[src/rtl/vlen_pkg.sv]
package vlen_pkg;

    // Sequencer states of the configuration path
    typedef enum logic [1:0] {
        ST_IDLE = 2'd0,
        ST_DIV  = 2'd1,
        ST_FIN  = 2'd2
    } vl_state_e;

    // Larger of two elaboration-time widths
    function automatic int unsigned wmax(input int unsigned a, input int unsigned b);
        return (a > b) ? a : b;
    endfunction

endpackage

[src/rtl/vlen_rdiv.sv]
module vlen_rdiv #(
    parameter int unsigned W = 8
) (
    input  logic         clk,
    input  logic         rst,
    input  logic         start,
    input  logic [W-1:0] dividend,
    input  logic [W-1:0] divisor,
    output logic         busy,
    output logic         done,
    output logic [W-1:0] quot
);
    localparam int unsigned CNT_W = $clog2(W + 1);

    typedef struct packed {
        logic [W-1:0] rem;
        logic [W-1:0] quo;
    } div_pair_t;

    div_pair_t        cur_q;
    div_pair_t        nxt;
    logic [W-1:0]     dvs_q;
    logic [W-1:0]     dvd_q;
    logic [CNT_W-1:0] cnt_q;
    logic             busy_q;
    logic             done_q;

    // One restoring step: shift in the next dividend bit, trial-subtract
    logic [W:0] shifted;
    logic [W:0] trial;
    always_comb begin
        shifted = {cur_q.rem, cur_q.quo[W-1]};
        trial   = shifted - {1'b0, dvs_q};
        if (trial[W]) begin
            nxt.rem = shifted[W-1:0];
            nxt.quo = {cur_q.quo[W-2:0], 1'b0};
        end else begin
            nxt.rem = trial[W-1:0];
            nxt.quo = {cur_q.quo[W-2:0], 1'b1};
        end
    end

    always_ff @(posedge clk) begin
        if (rst) begin
            cur_q  <= '0;
            dvs_q  <= '0;
            dvd_q  <= '0;
            cnt_q  <= '0;
            busy_q <= 1'b0;
            done_q <= 1'b0;
        end else begin
            done_q <= 1'b0;
            if (start) begin
                cur_q.rem <= '0;
                cur_q.quo <= dividend;
                dvs_q     <= divisor;
                dvd_q     <= dividend;
                cnt_q     <= CNT_W'(W);
                busy_q    <= 1'b1;
            end else if (busy_q) begin
                cur_q <= nxt;
                cnt_q <= cnt_q - 1'b1;
                if (cnt_q == CNT_W'(1)) begin
                    busy_q <= 1'b0;
                    done_q <= 1'b1;
                end
            end
        end
    end

    assign busy = busy_q;
    assign done = done_q;
    assign quot = cur_q.quo;

    // Result check: quotient times divisor plus remainder rebuilds the dividend
    logic [2*W-1:0] rebuilt;
    assign rebuilt = (2*W)'(cur_q.quo) * (2*W)'(dvs_q) + (2*W)'(cur_q.rem);


    div_identity_chk: assert property (@(posedge clk) disable iff (rst)
        done |-> (rebuilt == (2*W)'(dvd_q)) && (cur_q.rem < dvs_q));


    div_nonzero_chk: assert property (@(posedge clk) disable iff (rst)
        start |-> (divisor != '0));


    div_restart_chk: assert property (@(posedge clk) disable iff (rst)
        busy |-> !start);

endmodule

[src/rtl/vlen_scale.sv]
module vlen_scale #(
    parameter int unsigned QW      = 8,
    parameter int unsigned BANK_W  = 4,
    parameter int unsigned LEN_W   = 6,
    parameter int unsigned MAX_LEN = 32
) (
    input  logic [QW-1:0]     per_bank,
    input  logic [BANK_W-1:0] banks,
    output logic [LEN_W-1:0]  len_max
);
    localparam int unsigned PW = QW + BANK_W;

    logic [PW-1:0] product;
    assign product = PW'(per_bank) * PW'(banks);

    generate
        if (PW < 32 && ((1 << PW) - 1) <= MAX_LEN) begin : g_nocap
            assign len_max = LEN_W'(product);
        end else begin : g_cap
            localparam int unsigned CW = (PW > LEN_W) ? PW : LEN_W;
            logic [CW-1:0] prod_w;
            assign prod_w  = CW'(product);
            assign len_max = (prod_w > CW'(MAX_LEN)) ? LEN_W'(MAX_LEN) : LEN_W'(prod_w);
        end
    endgenerate

endmodule

[src/rtl/vlen_setvl.sv]
module vlen_setvl #(
    parameter int unsigned APP_W = 16,
    parameter int unsigned LEN_W = 6
) (
    input  logic             clk,
    input  logic             rst,
    input  logic             req,
    input  logic [APP_W-1:0] len,
    input  logic             stall,
    input  logic [LEN_W-1:0] len_max,
    output logic             ack,
    output logic [LEN_W-1:0] vl
);
    localparam int unsigned CW = (APP_W > LEN_W) ? APP_W : LEN_W;

    logic             accept;
    logic [CW-1:0]    want;
    logic [CW-1:0]    limit;
    logic [LEN_W-1:0] grant;
    logic             ack_q;
    logic [LEN_W-1:0] vl_q;

    assign accept = req && !stall;
    assign want   = CW'(len);
    assign limit  = CW'(len_max);
    assign grant  = (want < limit) ? LEN_W'(want) : len_max;

    always_ff @(posedge clk) begin
        if (rst) begin
            ack_q <= 1'b0;
            vl_q  <= '0;
        end else begin
            ack_q <= accept;
            if (accept) begin
                vl_q <= grant;
            end
        end
    end

    assign ack = ack_q;
    assign vl  = vl_q;


    grant_bound_chk: assert property (@(posedge clk) disable iff (rst)
        ack |-> (vl <= len_max) && (CW'(vl) <= $past(want)));


    grant_tight_chk: assert property (@(posedge clk) disable iff (rst)
        ack |-> (vl == len_max) || (CW'(vl) == $past(want)));


    stall_hold_chk: assert property (@(posedge clk) disable iff (rst)
        stall |=> !ack);

endmodule

[src/rtl/vlen_calc.sv]
module vlen_calc
    import vlen_pkg::*;
#(
    parameter int unsigned RCNT_W  = 6,
    parameter int unsigned RPB_W   = 8,
    parameter int unsigned BANK_W  = 4,
    parameter int unsigned APP_W   = 16,
    parameter int unsigned MAX_UTS = 32
) (
    input  logic                          clk,
    input  logic                          rst,
    input  logic                          cfg_start,
    input  logic [RCNT_W-1:0]             cfg_int_regs,
    input  logic [RCNT_W-1:0]             cfg_fp_regs,
    input  logic [RPB_W-1:0]              cfg_bank_regs,
    input  logic [BANK_W-1:0]             cfg_banks,
    output logic                          cfg_busy,
    output logic                          cfg_done,
    output logic [$clog2(MAX_UTS+1)-1:0]  vlmax,
    input  logic                          sv_req,
    input  logic [APP_W-1:0]              sv_len,
    output logic                          sv_ack,
    output logic [$clog2(MAX_UTS+1)-1:0]  vl
);
    localparam int unsigned SUM_W = RCNT_W + 1;
    localparam int unsigned DIV_W = wmax(RPB_W, SUM_W);
    localparam int unsigned LEN_W = $clog2(MAX_UTS + 1);

    typedef struct packed {
        logic [SUM_W-1:0]  used;
        logic [RPB_W-1:0]  bank_regs;
        logic [BANK_W-1:0] banks;
    } vl_cfg_t;

    vl_state_e        state_q;
    vl_cfg_t          cfg_q;
    vl_cfg_t          cfg_in;
    logic [LEN_W-1:0] vlmax_q;
    logic             done_q;

    logic             accept;
    logic             need_div;
    logic             div_start;
    logic             div_busy;
    logic             div_done;
    logic [DIV_W-1:0] div_quot;
    logic [DIV_W-1:0] per_bank;
    logic [LEN_W-1:0] scaled;

    assign cfg_in.used      = SUM_W'(cfg_int_regs) + SUM_W'(cfg_fp_regs);
    assign cfg_in.bank_regs = cfg_bank_regs;
    assign cfg_in.banks     = cfg_banks;

    assign accept    = cfg_start && (state_q == ST_IDLE);
    assign need_div  = cfg_in.used >= SUM_W'(2);
    assign div_start = accept && need_div;

    vlen_rdiv #(
        .W (DIV_W)
    ) u_div (
        .clk      (clk),
        .rst      (rst),
        .start    (div_start),
        .dividend (DIV_W'(cfg_in.bank_regs)),
        .divisor  (DIV_W'(cfg_in.used - SUM_W'(1))),
        .busy     (div_busy),
        .done     (div_done),
        .quot     (div_quot)
    );

    // Fewer than two registers per element: the whole bank counts
    assign per_bank = (cfg_q.used < SUM_W'(2)) ? DIV_W'(cfg_q.bank_regs) : div_quot;

    vlen_scale #(
        .QW      (DIV_W),
        .BANK_W  (BANK_W),
        .LEN_W   (LEN_W),
        .MAX_LEN (MAX_UTS)
    ) u_scale (
        .per_bank (per_bank),
        .banks    (cfg_q.banks),
        .len_max  (scaled)
    );

    always_ff @(posedge clk) begin
        if (rst) begin
            state_q <= ST_IDLE;
            cfg_q   <= '0;
            vlmax_q <= '0;
            done_q  <= 1'b0;
        end else begin
            done_q <= 1'b0;
            case (state_q)
                ST_IDLE: begin
                    if (cfg_start) begin
                        cfg_q   <= cfg_in;
                        state_q <= need_div ? ST_DIV : ST_FIN;
                    end
                end
                ST_DIV: begin
                    if (div_done) begin
                        state_q <= ST_FIN;
                    end
                end
                ST_FIN: begin
                    vlmax_q <= scaled;
                    done_q  <= 1'b1;
                    state_q <= ST_IDLE;
                end
                default: state_q <= ST_IDLE;
            endcase
        end
    end

    assign cfg_busy = (state_q != ST_IDLE);
    assign cfg_done = done_q;
    assign vlmax    = vlmax_q;

    vlen_setvl #(
        .APP_W (APP_W),
        .LEN_W (LEN_W)
    ) u_setvl (
        .clk     (clk),
        .rst     (rst),
        .req     (sv_req),
        .len     (sv_len),
        .stall   (cfg_busy || accept),
        .len_max (vlmax_q),
        .ack     (sv_ack),
        .vl      (vl)
    );


    cap_limit_chk: assert property (@(posedge clk) disable iff (rst)
        cfg_done |-> (vlmax <= LEN_W'(MAX_UTS)));


    ignore_start_chk: assert property (@(posedge clk) disable iff (rst)
        (cfg_busy && cfg_start) |=> $stable(cfg_q));


    div_tracks_chk: assert property (@(posedge clk) disable iff (rst)
        (state_q == ST_DIV) |-> (div_busy || div_done));


    done_idle_chk: assert property (@(posedge clk) disable iff (rst)
        cfg_done |-> !cfg_busy && $past(cfg_busy));


    bypass_fast_chk: assert property (@(posedge clk) disable iff (rst)
        (accept && !need_div) |=> (state_q == ST_FIN));

endmodule

[config.mk]
export PLATFORM = sky130hd
export DESIGN_NAME = vlen_calc
export DESIGN_NICKNAME = d
export VERILOG_FILES = /design/src/rtl/vlen_pkg.sv /design/src/rtl/vlen_rdiv.sv /design/src/rtl/vlen_scale.sv /design/src/rtl/vlen_setvl.sv /design/src/rtl/vlen_calc.sv
export SDC_FILE = /design/constraint.sdc
export NUM_CORES = 1
export LEC_CHECK = 0
export BUFFER_PORTS_ARGS = -buffer_cell sky130_fd_sc_hd__buf_2
export CORE_MARGIN = 4
export CORE_UTILIZATION = 53
export DETAILED_ROUTE_END_ITERATION = 6
export PLACE_DENSITY = 0.75
export SETUP_SLACK_MARGIN = 0.02
export SLEW_MARGIN = 30
export SYNTH_ARGS = -nofsm -noshare
export SYNTH_HDL_FRONTEND = slang
export SYNTH_SLANG_ARGS = --single-unit
[constraint.sdc]
create_clock -name clk -period 4.4 [get_ports clk]
set_input_delay 0.88 -clock clk [delete_from_list [all_inputs] [get_ports clk]]
set_output_delay 0.88 -clock clk [all_outputs]
set_load 0.01 [all_outputs]
# After elaboration in Yosys (flattened, before gate mapping)
# Cells that the tools add are included.
[totals] ff_bits=65 input_bits=44 word_cells=59
[op_classes] addsub=4 multipliers=1 order_cmp=4 eq_ne=5 muxes=17 bitwise_logic=1 n_reduce_logical=12
[op_table] cell="$mux W8" count=3
[op_table] cell="$lt A16 B6 Y1" count=1
[op_table] cell="$mux W16" count=1
[op_table] cell="$gt A12 B6 Y1 const B" count=1
[op_table] cell="$mul A8 B4 Y12" count=1
[op_table] cell="$mux W6" count=2
[op_table] cell="$sub A9 B8 Y9" count=1
[op_table] cell="$mux W4" count=2
[op_table] cell="$sub A7 B1 Y8 const B" count=1
[op_table] cell="$add A6 B6 Y7" count=1
[op_table] cell="$ge A7 B2 Y1 const B" count=1
[op_table] cell="$lt A7 B2 Y1 const B" count=1
[op_table] cell="$mux W2" count=3
[op_table] cell="$mux W1" count=5
[op_table] cell="$eq A4 B1 Y1 const B" count=1
[op_table] cell="$pmux W2 S2" count=1
[op_table] cell="$reduce_and A2 Y1" count=2
[op_table] cell="$reduce_bool A2 Y1" count=2
[op_table] cell="$sub A4 B1 Y4 const B" count=1
[op_table] cell="$logic_and A1 B1 Y1" count=3
[op_table] cell="$reduce_or A3 Y1" count=1
[op_table] cell="$eq A2 B1 Y1 const B" count=1
[op_table] cell="$eq A2 B2 Y1 const B" count=1
[op_table] cell="$logic_not A2 Y1" count=1
[op_table] cell="other kinds (6)" count=6

# Longest topological paths before layout
[depth] depth_word=5 depth_mapped=15

# Hierarchy
# Synthesis repeated with hierarchy kept, for this count alone.
[unflattened] cells_unflattened=567 area_unflattened_um2=4685.7
[modules_own_cells] mod="vlen_rdiv" n_inst=1 cells_each=203 area_per_inst_um2=1719.1
[modules_own_cells] mod="vlen_calc" n_inst=1 cells_each=168 area_per_inst_um2=1430.1
[modules_own_cells] mod="vlen_scale" n_inst=1 cells_each=139 area_per_inst_um2=1057.3
[modules_own_cells] mod="vlen_setvl" n_inst=1 cells_each=57 area_per_inst_um2=479.2

# Worst setup path before layout
# Ideal clock, no wire load.
[synth_timing] path_kind="reg2reg" from="register cfg_q[13] (netlist bit)" to="register vlmax_q[0], in the netlist vlmax[0]" setup_ns=0.101 arrival_time_ns=4.109 required_ns=4.299 slack_ns=0.190 stages_incl_launch_ff=16 synth_period_minus_slack_ns=4.210 cell_sequence="dfxtp_1 nor4_1 nand2_1 mux2i_1 nor2b_1 fa_1 inv_1 fa_1 inv_1 ha_1 or3_1 or2_2 o22ai_1 xor2_1 nand4_1 o41ai_1"
[synth_via] elab_chain_len=5
[synth_rtl] item="from (decl)" line="vlen_calc.sv:36" text="vl_cfg_t cfg_q;"
[synth_rtl] item="from (signal assigned)" line="vlen_calc.sv:96" text="cfg_q <= cfg_in;"
[synth_rtl] item="$lt A7 B2 Y1 (*)" line="vlen_calc.sv:72" text="assign per_bank = (cfg_q.used < SUM_W'(2)) ? DIV_W'(cfg_q.bank_regs) : div_quot;"
[synth_rtl] item="$mux W8 (*)" line="vlen_calc.sv:72"
[synth_rtl] item="$mul A8 B4 Y12 (*)" line="vlen_scale.sv:14" text="assign product = PW'(per_bank) * PW'(banks);"
[synth_rtl] item="$gt A12 B6 Y1" line="vlen_scale.sv:23" text="assign len_max = (prod_w > CW'(MAX_LEN)) ? LEN_W'(MAX_LEN) : LEN_W'(prod_w);"
[synth_rtl] item="$mux W6 (*)" line="vlen_scale.sv:23"
[synth_rtl] item="to (signal assigned)" line="vlen_calc.sv:106" text="vlmax_q <= scaled;"
[synth_rtl] item="to (decl)" line="vlen_calc.sv:38" text="logic [LEN_W-1:0] vlmax_q;"
# Mark *: on every way between the ends. The rest lies on a longest branch, timed or not.
# A chain may end at the register's enable or synchronous reset.

# Worst setup path in the final report
[layout_timing] from="register cfg_q[16] (netlist bit)" to="register vlmax_q[1], in the netlist vlmax[1]"
# The elaborated chain is that of the path after synthesis.

==> flow_summary.yaml <==
cells_and_area:
  antennaDiodeCount: 0
  post-route-util_pct: 62.6
  post_route_cells_drive_above_1_share_pct: 21.7
  final_nets: 705
  final_cell_area_sq_mm: 0.00546
  areaGrowthSynthToFinish_pct: 14.4
  fill_cells: 692
floorplanning:
  ioPinCount: 59
  rows: 34
  die_w_um: 103
  core_area_sq_mm: 0.00872
  die-area_sq_mm: 0.0106
  start_util_pct: 54.7
  die_h_um: 103
grt:
  grt_use_total_pct: 22.1
  antenna_found_initial: 0
  grt_pass1_wl_um: 18800
  grt_max_degree: 39
  grt-ovfl-total: 0
  first_global_vias: 4228
cts:
  clock_latency_ns: 0.34
  cts_made_buffers: 9
  cts-root-buf: "clkbuf_8"
  cts_sinks: 64
  clkTransAtPathRegs_ns: 0.07
  cts_tree: "done"
  cts_hold_buf: 0
  htreeDepth: 3
  cts_buffer_depth: 2
power:
  ir_drop_mv: 0.146
  power_frac_clock_pct: 27.3
  seqPwrFrac_pct: 39.5
  switching_share_pct: 35.5
  switchingPower_mw: 0.601
  power_leakage_nw: 2.24
  power_density_mw_per_mm2: 310
  power_frac_comb_pct: 33.2
  intPower_mw: 1.09
min_path:
  hold_class: "reg2reg"
synthesis:
  syn_avg_cell_area_sq_um: 8.67
  ys.flop_type: "dfxtp_1"
  mappedNetlistArea_sq_mm: 0.00477
  async_flop_share_pct: 0
  ys_top_cells_by_area: "dfxtp_1 (27%), ha_1 (10%), fa_1 (5.9%), mux2i_1 (4.8%), nand2_1 (4.5%)"
  synth_commonest_cells: "dfxtp_1 (64), nand2_1 (57), nor2_1 (49), inv_1 (41), ha_1 (39)"
  synth-seq-cells: 64
  ys_seq_area_share_pct: 26.9
  synth_edf_count: 0
  synthCells: 550
  ys_warn_count: 0
  synth_nets: 647
  yosys.cell_types.count: 72
  yosysMostFrequentCell: "dfxtp_1"
  yosysTopAreaCellShare_pct: 26.9
  synth_top_area_cell: "dfxtp_1"
sta:
  final_max_slew_viol_count: 0
  finalCritPeriodShare_pct: 95.4
  slew_headroom_pct: 36.6
  max_freq_mhz: 238
  rsz0062_at_grt: "true"
  worstMarginPinSlew_ns: 0.950
  final-hold-violation-count: 0
  fin_skew_ns: 0.0100
  finalSetupViolations: 0
  finalCriticalPeriod_ns: 4.20
setup_path:
  path_cells: "nor4_4 > nand2_1 > buf_6 > mux2_2 > and2_1 > fa_1 > inv_1 > fa_1 > inv_1 > ha_2 > o21ai_2 > a21oi_4 > o31a_1 > o32a_1 > nand4_1 > buf_4 > o32ai_1"
  worst_ep_arrival_time_ns: 4.42
  crit_buf_inv: 4
  cp_max_fo: 8
  crit_family: "adder cells"
  crit_path_start_kind: "flop"
  required_ns: 4.62
  cpPeakStageDelay_ns: 0.54
  path_class: "reg2reg"
  end_kind: "flop"
  cpMaxStageDelayCell: "fa_1"
flow_run:
  drv_cap: 0
detailed_routing:
  routedWlPerCell_um: 15.0
  drt-vias-per-instance: 5.76
  first_iter_violations: 149
  drt-pass1-iter-count: 4
  drt_wl_total_um: 10800
  num_vias: 4156
  drcViolationCount: 0
  drtAntennaViolNets: 0
placement:
  routabilityCongestion: 0.894
  place_hpwl_um: 8270
  postPlaceCellArea_sq_mm: 0.00514
  portBuffers: 58
outcome:
  status: "completed"
-- stage by stage --
step / hold WS, ns / std cells / setup TNS (ns) / power [mW] / worst slack [ns]
finish: 0.464 / 721 / 0 / 1.69 / 0.203
global placement: 0.444 / 704 / 0 / 1.19 / 0.133
floorplan: 0.432 / 550 / 0 / 1.09 / 0.190
global route: 0.497 / 721 / -0.00119 / 1.80 / -0.00119
CTS: 0.458 / 721 / 0 / 1.67 / 0.0330
detailed placement: 0.449 / 704 / -0.215 / 1.21 / -0.112
-- worst paths after layout --
kind	from	to	slack, ns	cells past startpoint
worst max register to register	cfg_q[16]$_SDFFE_PP0P_	vlmax[1]$_SDFFE_PP0P_	0.20	17
worst min-delay path	cfg_q[6]$_SDFFE_PP0P_	cfg_q[6]$_SDFFE_PP0P_	0.46	2
worst min register to register	cfg_q[6]$_SDFFE_PP0P_	cfg_q[6]$_SDFFE_PP0P_	0.46	2
worst max-delay path	cfg_q[16]$_SDFFE_PP0P_	vlmax[1]$_SDFFE_PP0P_	0.20	17
-- kinds of logic after synthesis --
| logic type | share of synthesized area [%] |
|---|---|
| flip-flops | 26.9 |
| buffers and inverters | 5.82 |
| adder cells (fa/ha/maj) | 16.1 |
| XOR/XNOR | 3.49 |
| multiplexers | 5.30 |
| AO/OA/AOI/OAI | 20.7 |
| AND/OR/NAND/NOR | 21.7 |
-- metal layers --
| metal | track usage, % | part of all wire, % | vias to the layer above |
|---|---|---|---|
| li1 | - | - | 2060 |
| met1 | 27.4 | 43 | 1976 |
| met2 | 38.0 | 51 | 102 |
| met3 | 4.87 | 4.9 | 18 |
| met4 | 7.27 | 1.4 | 0 |
| met5 | 0 | 0 | - |
-- flip-flops by register name, summed over array words and instances (netlist names) --
signal       count
u_div.quot       8
cfg_q           18
u_div.done       1
cfg_done         1
u_setvl.ack      1
u_div.cur_q      8
u_div.dvs_q      8
state_q          2
vlmax            6
u_div.busy       1
u_setvl.vl       6
u_div.cnt_q      4
-- power groups by stage --
stage | logic, mW | registers, mW | clock network, mW
global route | 0.624 | 0.676 | 0.496
CTS | 0.538 | 0.666 | 0.470
finish | 0.562 | 0.669 | 0.461
global placement | 0.515 | 0.676 | 0
detailed placement | 0.530 | 0.678 | 0
floorplan | 0.424 | 0.661 | 0
-- cell usage in the layout, fill, tap and decap left out, types with 10 or more instances in the layout --
master | synthesis | final
dfxtp_1 | 64 | 64
clkbuf_8 | 0 | 10
a211oi_1 | 13 | 12
a211oi_2 | 10 | 11
inv_1 | 41 | 41
mux2i_1 | 23 | 19
nand2b_1 | 11 | 10
o21ai_0 | 12 | 10
a21oi_1 | 33 | 31
ha_1 | 39 | 37
fa_1 | 14 | 13
xnor2_1 | 10 | 10
nor3_1 | 13 | 13
o21a_1 | 11 | 11
nor2_1 | 49 | 48
buf_2 | 2 | 58
nor2b_1 | 24 | 24
nand2_1 | 57 | 57
-- worst reg2reg max path, delay by kind of cell (launching register included) --
family / cells / cell delay [ns]
buffers and inverters: 4 / 0.43
AOI/OAI and AO/OA: 5 / 0.91
and+or+nand+nor: 4 / 0.70
DFF: 1 / 0.34
muxes: 1 / 0.31
adders and majority gates: 3 / 1.39
-- repair_timing --
action / CTS / global route
gates resized for setup: 3 / 24
setup buffers: 1 / 0
setup endpoints to repair: 6 / 6
pin swaps: 1 / 3
-- area by class of cell --
class,count,area (sq um),share of cell area [%]
clock buffers,11,141,2.59
clock inverters,5,32.5,0.596
inverters,41,154,2.82
multi-input cells,424,3340,61.3
flip-flops and latches,64,1280,23.5
well taps,108,135,2.48
repair buffers,68,369,6.76
No activity file was read; power rests on OpenSTA's default activity.
